### src/rtl/sc_uart_rx_pkg.sv
package sc_uart_rx_pkg;
  localparam int DATA_W = 8;

  typedef enum logic [3:0] {
    S_IDLE, S_START, S_DATA, S_PAR, S_STOP1, S_STOP2, S_GAP, S_NWAIT, S_NACK
  } rx_state_e;

  typedef struct packed {
    logic [DATA_W-1:0] data;
    logic              par_err;
    logic              frm_err;
  } rx_char_t;
endpackage

### src/rtl/sc_uart_rx_sampler.sv
module sc_uart_rx_sampler
  import sc_uart_rx_pkg::*;
#(
  parameter int OSR        = 16,
  parameter int NACK_TICKS = 24
) (
  input  logic     clk_i,
  input  logic     rst_ni,
  input  logic     en_i,
  input  logic     card_mode_i,
  input  logic     t1_mode_i,
  input  logic     two_stop_i,
  input  logic     tick_i,
  input  logic     rx_i,
  output logic     char_vld_o,
  output rx_char_t char_o,
  output logic     nack_o
);
  localparam int CNT_MAX = (NACK_TICKS > OSR) ? NACK_TICKS : OSR;
  localparam int CNT_W   = $clog2(CNT_MAX + 1);
  localparam int BIT_W   = $clog2(DATA_W);
  localparam logic [CNT_W-1:0] BIT_LAST  = CNT_W'(OSR - 1);
  localparam logic [CNT_W-1:0] HALF_LAST = CNT_W'(OSR / 2 - 1);
  localparam logic [CNT_W-1:0] NACK_LAST = CNT_W'(NACK_TICKS - 1);
  localparam logic [BIT_W-1:0] DATA_LAST = BIT_W'(DATA_W - 1);

  rx_state_e         state_q;
  logic [CNT_W-1:0]  cnt_q;
  logic [BIT_W-1:0]  bit_q;
  logic [DATA_W-1:0] sh_q;
  logic [1:0]        sync_q;
  logic              char_vld_q;
  rx_char_t          char_q;
  logic              rx_s, bit_end, par_bad;

  assign rx_s    = sync_q[1];
  assign bit_end = (cnt_q == BIT_LAST);
  assign par_bad = ^{sh_q, rx_s};  // even parity over data + parity bit

  always_ff @(posedge clk_i or negedge rst_ni) begin
    if (!rst_ni) begin
      state_q    <= S_IDLE;
      cnt_q      <= '0;
      bit_q      <= '0;
      sh_q       <= '0;
      sync_q     <= 2'b11;
      char_vld_q <= 1'b0;
      char_q     <= '0;
    end else begin
      char_vld_q <= 1'b0;
      sync_q     <= {sync_q[0], rx_i};
      if (!en_i) begin
        state_q <= S_IDLE;
        cnt_q   <= '0;
      end else if (tick_i) begin
        cnt_q <= cnt_q + 1'b1;
        unique case (state_q)
          S_IDLE: begin
            cnt_q <= '0;
            if (!rx_s) state_q <= S_START;
          end
          S_START: if (cnt_q == HALF_LAST) begin
            cnt_q   <= '0;
            bit_q   <= '0;
            state_q <= rx_s ? S_IDLE : S_DATA;
          end
          S_DATA: if (bit_end) begin
            cnt_q <= '0;
            sh_q  <= {rx_s, sh_q[DATA_W-1:1]};
            bit_q <= bit_q + 1'b1;
            if (bit_q == DATA_LAST) state_q <= card_mode_i ? S_PAR : S_STOP1;
          end
          S_PAR: if (bit_end) begin
            cnt_q <= '0;
            if (par_bad && !t1_mode_i) begin
              state_q <= S_NWAIT;  // T=0: drop and answer with NACK
            end else begin
              char_vld_q     <= 1'b1;
              char_q.data    <= sh_q;
              char_q.par_err <= par_bad;
              char_q.frm_err <= 1'b0;
              state_q        <= S_GAP;
            end
          end
          S_STOP1: if (bit_end) begin
            cnt_q          <= '0;
            char_vld_q     <= 1'b1;
            char_q.data    <= sh_q;
            char_q.par_err <= 1'b0;
            char_q.frm_err <= !rx_s;
            state_q        <= two_stop_i ? S_STOP2 : S_GAP;
          end
          S_STOP2: if (bit_end) begin
            cnt_q   <= '0;
            state_q <= S_GAP;  // second stop bit not checked
          end
          S_GAP: if (cnt_q == HALF_LAST) begin
            cnt_q   <= '0;
            state_q <= S_IDLE;
          end
          S_NWAIT: if (bit_end) begin
            cnt_q   <= '0;
            state_q <= S_NACK;
          end
          S_NACK: if (cnt_q == NACK_LAST) begin
            cnt_q   <= '0;
            state_q <= S_IDLE;
          end
          default: state_q <= S_IDLE;
        endcase
      end
    end
  end

  assign char_vld_o = char_vld_q;
  assign char_o     = char_q;
  assign nack_o     = (state_q == S_NACK);
endmodule

### src/rtl/sc_uart_rx_fifo.sv
module sc_uart_rx_fifo #(
  parameter int W     = 8,
  parameter int DEPTH = 4
) (
  input  logic         clk_i,
  input  logic         rst_ni,
  input  logic         flush_i,
  input  logic         push_i,
  input  logic [W-1:0] wdata_i,
  input  logic         pop_i,
  output logic [W-1:0] rdata_o,
  output logic         empty_o,
  output logic         full_o
);
  localparam int PTR_W = (DEPTH > 1) ? $clog2(DEPTH) : 1;
  localparam int CNT_W = $clog2(DEPTH + 1);
  localparam logic [PTR_W-1:0] PTR_LAST = PTR_W'(DEPTH - 1);
  localparam logic [CNT_W-1:0] CNT_FULL = CNT_W'(DEPTH);

  logic [W-1:0]     mem_q [DEPTH];
  logic [PTR_W-1:0] wr_q, rd_q;
  logic [CNT_W-1:0] cnt_q;
  logic             do_push, do_pop;

  assign do_push = push_i && !full_o;
  assign do_pop  = pop_i && !empty_o;

  always_ff @(posedge clk_i or negedge rst_ni) begin
    if (!rst_ni) begin
      wr_q  <= '0;
      rd_q  <= '0;
      cnt_q <= '0;
    end else if (flush_i) begin
      wr_q  <= '0;
      rd_q  <= '0;
      cnt_q <= '0;
    end else begin
      if (do_push) wr_q <= (wr_q == PTR_LAST) ? '0 : wr_q + 1'b1;
      if (do_pop)  rd_q <= (rd_q == PTR_LAST) ? '0 : rd_q + 1'b1;
      if (do_push && !do_pop)      cnt_q <= cnt_q + 1'b1;
      else if (do_pop && !do_push) cnt_q <= cnt_q - 1'b1;
    end
  end

  always_ff @(posedge clk_i) begin
    if (do_push && !flush_i) mem_q[wr_q] <= wdata_i;
  end

  assign rdata_o = mem_q[rd_q];
  assign empty_o = (cnt_q == '0);
  assign full_o  = (cnt_q == CNT_FULL);
endmodule

### src/rtl/sc_uart_rx_flags.sv
module sc_uart_rx_flags #(
  parameter int N = 3
) (
  input  logic         clk_i,
  input  logic         rst_ni,
  input  logic [N-1:0] set_i,
  input  logic         wr_i,
  input  logic [N-1:0] wdata_i,
  output logic [N-1:0] flags_o
);
  for (genvar i = 0; i < N; i++) begin : g_flag
    logic flag_q;
    always_ff @(posedge clk_i or negedge rst_ni) begin
      if (!rst_ni)                 flag_q <= 1'b0;
      else if (set_i[i])           flag_q <= 1'b1;  // set wins over clear
      else if (wr_i && !wdata_i[i]) flag_q <= 1'b0;
    end
    assign flags_o[i] = flag_q;
  end
endmodule

### src/rtl/sc_uart_rx.sv
module sc_uart_rx
  import sc_uart_rx_pkg::*;
#(
  parameter int OSR        = 16,
  parameter int NACK_TICKS = 24,
  parameter int FIFO_DEPTH = 4
) (
  input  logic              clk_i,
  input  logic              rst_ni,
  input  logic              rx_en_i,
  input  logic              card_mode_i,
  input  logic              t1_mode_i,
  input  logic              two_stop_i,
  input  logic              tick_i,
  input  logic              rx_i,
  output logic              err_drive_o,
  input  logic              rd_i,
  output logic [DATA_W-1:0] data_o,
  output logic              valid_o,
  input  logic              flag_wr_i,
  input  logic [2:0]        flag_wdata_i,
  output logic              par_err_o,
  output logic              frm_err_o,
  output logic              ovr_err_o
);
  rx_char_t   new_char, hold_q, push_char;
  logic       new_vld, hold_valid_q;
  logic       fifo_full, fifo_empty, push, pop, ovr_set;
  logic [2:0] flag_set, flags;

  sc_uart_rx_sampler #(.OSR(OSR), .NACK_TICKS(NACK_TICKS)) u_smp (
    .clk_i       (clk_i),
    .rst_ni      (rst_ni),
    .en_i        (rx_en_i),
    .card_mode_i (card_mode_i),
    .t1_mode_i   (t1_mode_i),
    .two_stop_i  (two_stop_i),
    .tick_i      (tick_i),
    .rx_i        (rx_i),
    .char_vld_o  (new_vld),
    .char_o      (new_char),
    .nack_o      (err_drive_o)
  );

  // held character has priority into the FIFO
  assign push      = rx_en_i && !fifo_full && (hold_valid_q || new_vld);
  assign push_char = hold_valid_q ? hold_q : new_char;
  assign pop       = rd_i && !fifo_empty;
  assign ovr_set   = rx_en_i && new_vld && hold_valid_q && fifo_full;

  always_ff @(posedge clk_i or negedge rst_ni) begin
    if (!rst_ni) begin
      hold_valid_q <= 1'b0;
      hold_q       <= '0;
    end else if (!rx_en_i) begin
      hold_valid_q <= 1'b0;
    end else if (new_vld && (hold_valid_q || fifo_full)) begin
      hold_q       <= new_char;
      hold_valid_q <= 1'b1;
    end else if (push) begin
      hold_valid_q <= 1'b0;
    end
  end

  sc_uart_rx_fifo #(.W(DATA_W), .DEPTH(FIFO_DEPTH)) u_fifo (
    .clk_i   (clk_i),
    .rst_ni  (rst_ni),
    .flush_i (!rx_en_i),
    .push_i  (push),
    .wdata_i (push_char.data),
    .pop_i   (pop),
    .rdata_o (data_o),
    .empty_o (fifo_empty),
    .full_o  (fifo_full)
  );

  assign flag_set = {ovr_set, push && push_char.frm_err, push && push_char.par_err};

  sc_uart_rx_flags #(.N(3)) u_flags (
    .clk_i   (clk_i),
    .rst_ni  (rst_ni),
    .set_i   (flag_set),
    .wr_i    (flag_wr_i),
    .wdata_i (flag_wdata_i),
    .flags_o (flags)
  );

  assign valid_o   = !fifo_empty;
  assign par_err_o = flags[0];
  assign frm_err_o = flags[1];
  assign ovr_err_o = flags[2];
endmodule

### config.mk
export PLATFORM = sky130hd
export DESIGN_NAME = sc_uart_rx
export DESIGN_NICKNAME = d
export VERILOG_FILES = /design/src/rtl/sc_uart_rx_pkg.sv /design/src/rtl/sc_uart_rx_sampler.sv /design/src/rtl/sc_uart_rx_fifo.sv /design/src/rtl/sc_uart_rx_flags.sv /design/src/rtl/sc_uart_rx.sv
export SDC_FILE = /design/constraint.sdc
export NUM_CORES = 1
export LEC_CHECK = 0
export ABC_AREA = 1
export CAP_MARGIN = 40
export CORE_MARGIN = 1.5
export CORE_UTILIZATION = 50
export CTS_BUF_LIST = sky130_fd_sc_hd__clkbuf_4
export CTS_CLUSTER_SIZE = 12
export DETAILED_ROUTE_END_ITERATION = 10
export PLACE_DENSITY = 0.73
export SLEW_MARGIN = 15
export SYNTH_ARGS = -nofsm -noshare
export SYNTH_HDL_FRONTEND = slang
export SYNTH_SLANG_ARGS = --single-unit
### constraint.sdc
create_clock -name clk_i -period 6.1 [get_ports clk_i]
set_clock_uncertainty 0.1 [all_clocks]
set_input_delay 0.61 -clock clk_i [delete_from_list [all_inputs] [get_ports clk_i]]
set_output_delay 0.61 -clock clk_i [all_outputs]
set_load 0.005 [all_outputs]
==> results by group <==
Status
  – Status: completed

Placement
  – GPL Wtd Cong: 0.8662
  – DP Area: 4422 um2
  – Port buffer count: 25
  – DP HPWL: 5.456 mm

Yosys
  – Synthesized area per cell: 8.894 um2
  – Synth cell types: 33
  – Post-synthesis sequential area ratio: 56.45%
  – Syn Std Cell Area: 4100 um2
  – Mapped Cells: 461
  – Yosys warnings: 0
  – Main flop type after synthesis: dfrtp_1
  – EDFF count, synth: 32
  – Async set-reset flop share out of synthesis: 62.79%
  – Syn Nets: 485
  – Yosys reg bits: 86

Clock tree
  – CTS resizes: 0
  – Post-CTS setup repair buffer count: 0
  – Longest Clk Path Bufs: 2
  – CTS Sinks: 86
  – H-tree depth: 3
  – Worst-Skew Late Latency: 0.41 ns
  – CTS clk-pin slew, worst paths: 0.14 ns
  – Root Buffer: clkbuf_4
  – TritonCTS buffer count: 9
  – CTS tree: done
  – Cts hold-fix bufs: 0

Layout
  – Commonest non-fill, non-tap cell in the layout: nand2_1
  – Layout cell share with drive strength beyond 1: 7.505%
  – Filler Cells Inserted: 680
  – Fin area: 4562 um2
  – Synthesis-to-layout area growth: 11.26%
  – Post-route core utilization: approximately three fifths
  – Nets: 512
  – Most frequent cells in the layout: nand2_1 (125), o21ai_0 (56), dfrtp_1 (52)
  – Antenna cells: 0

STA
  – Slew Limit Headroom: 52.75%
  – Final Cycle Share: 50.98%
  – Final min period: 3.110 ns
  – Final Max Slew Viols: 0
  – Fmax: about 320 MHz
  – Fin. Hold Viols: 0
  – Final hold slack: 0.1959 ns
  – Final setup viols: 0
  – Unrepaired setup endpoints after global routing: no
  – Least-Margin Pin Slew: around 0.71 ns
  – Setup TNS: 0 ns

Routing
  – DR pass1 iterations: 4
  – Final ANT Viol Nets: 0
  – Total number of vias: 3076
  – Via density: 5.170
  – DRT Wirelength: 7.493 mm
  – Drt wl/cell: 12.59 um
  – DR DRC count: 0
  – Iter 0 DRT Violations: 217

Global route
  – Largest net degree at the start of global routing: 55
  – First-pass GRT wire length: 13.26 mm
  – Tot GR Track Use: 19.27%
  – Vias in the first global route: between 2000 and 3000
  – GRT overflow: 0
  – Initial antenna violation count: 0

Critical path
  – Worst Setup EP: data_o[1]
  – Setup crit end kind: primary output
  – Worst reg2reg path startpoint: u_smp.cnt_q[0]
  – Critical Path AT: 2.40 ns
  – Max stage delay on crit path: 0.72 ns
  – Startpoint types: flop
  – Worst-path cell chain: inv_1 -> o21ai_0 -> o22ai_1 -> clkdlybuf4s50_1
  – Crit path max fanout: 19
  – R2r worst-path depth: 11
  – Critical path type: reg2out
  – CP max-delay cell: dfrtp_1
  – Reg2reg setup slack: about 3.7 ns
  – Worst path required time: roughly 5.4 ns
  – Worst R2R End: u_smp.char_o[5]
  – CP Launch Point: u_fifo.rd_q[0]

Power
  – Power consumption: between 1 and 1.5 mW
  – Worst vdd ir: around 0.11 mV
  – PwrDens: 270.1 nW/um2
  – P_leak: 2.077 nW

Floorplan
  – Core ar.: 7848 um2
  – Initial Util: 52.25%
  – Rows: 32
  – Die Wd: 93.56 um
  – Die area: 8753 um2
  – Die height: between 90 and 100 um
  – Num ports: 26

Job
  – Max-Cap Viols: 0

Worst hold path
  – Worst Hold Class: in2async
-- kinds of logic (layout without fill, tap and decap cells) --
group | Yosys count | after routing | synth area share, %
AO/OA/AOI/OAI | 84 | 84 | 10.96
XOR/XNOR | 4 | 4 | 0.8546
adder cells (fa/ha/maj) | 11 | 11 | 3.540
buffers and inverters | 71 | 103 | 7.018
flip-flops | 86 | 86 | 56.45
AND/OR/NAND/NOR | 205 | 205 | 21.18
-- layout make-up --
cell class                 count  area (um2)  share of cell area [%]
tap                          102       127.6                   2.798
inverter                      61       229.0                   5.019
timing repair buffer          26       252.7                   5.540
clock inverter                 7       72.57                   1.591
multi-input combinational    304        1498                   32.83
sequential                    86        2315                   50.74
clock buffer                   9       67.56                   1.481
-- per-layer routing --
layer	GRT usage [%]	routed length, um
met3	4.553	264
met4	5.224	34
met5	0	0
met1	24.64	3624
met2	32.79	3570
-- critical path: cells and delay by family, from the launching register on --
family / cells / cell delay [ns]
buffers and inverters: 2 / 0.83
flip-flops: 1 / 0.72
AO/OA/AOI/OAI: 2 / 0.43
-- flip-flops by register name, summed over array words and instances (netlist names) --
| signal | flops |
|---|---|
| hold_q | 10 |
| hold_valid_q | 1 |
| u_fifo.cnt_q | 3 |
| u_fifo.mem_q | 32 |
| u_fifo.rd_q | 2 |
| u_fifo.wr_q | 2 |
| u_flags.g_flag.flag_q | 3 |
| u_smp.bit_q | 3 |
| u_smp.char_o | 10 |
| u_smp.char_vld_o | 1 |
| u_smp.cnt_q | 5 |
| u_smp.sh_q | 8 |
| u_smp.state_q | 4 |
| u_smp.sync_q | 2 |
-- power breakdown --
part | internal (mW) | switching (mW) | total, mW
registers | 0.613 | 0.0327 | 0.645
clock network | 0.126 | 0.197 | 0.323
logic | 0.131 | 0.133 | 0.264
total | 0.870 | 0.363 | 1.23
-- worst min-delay path by stage --
stage	startpoint	end	slack, ns
6_report	rst_ni	u_smp.state_q[3]	0.20
5_1_grt	rst_ni	u_smp.cnt_q[1]	0.24
4_1_cts	rst_ni	hold_q[3]	0.20
3_5_place_dp	u_smp.sync_q[0]	u_smp.sync_q[1]	0.25
3_3_place_gp	u_smp.sync_q[0]	u_smp.sync_q[1]	0.25
2_1_floorplan	rst_ni	hold_q[0]	0.21
-- cell usage after synthesis, types with 3 or more instances --
| cell type | number | share of area [%] |
|---|---|---|
| o21ai_1 | 8 | 0.98 |
| inv_1 | 51 | 4.7 |
| o21ai_0 | 56 | 6.8 |
| buf_4 | 3 | 0.55 |
| nor2_1 | 35 | 3.2 |
| nand2_2 | 5 | 0.76 |
| a21oi_1 | 3 | 0.37 |
| ha_1 | 10 | 3.1 |
| inv_2 | 8 | 0.73 |
| o22ai_1 | 12 | 1.8 |
| nand2_1 | 125 | 11 |
| clkbuf_1 | 4 | 0.37 |
| edfxtp_1 | 32 | 23 |
| dfrtp_1 | 52 | 32 |
| nand3_1 | 31 | 3.8 |
-- through the flow --
stage,setup slack (ns),instances
after floorplan,3.968,461
after global placement,3.279,579
after detailed placement,3.132,579
after CTS,2.966,595
after global routing,2.794,595
final,2.990,595
Power figures use the tool's default switching activity.
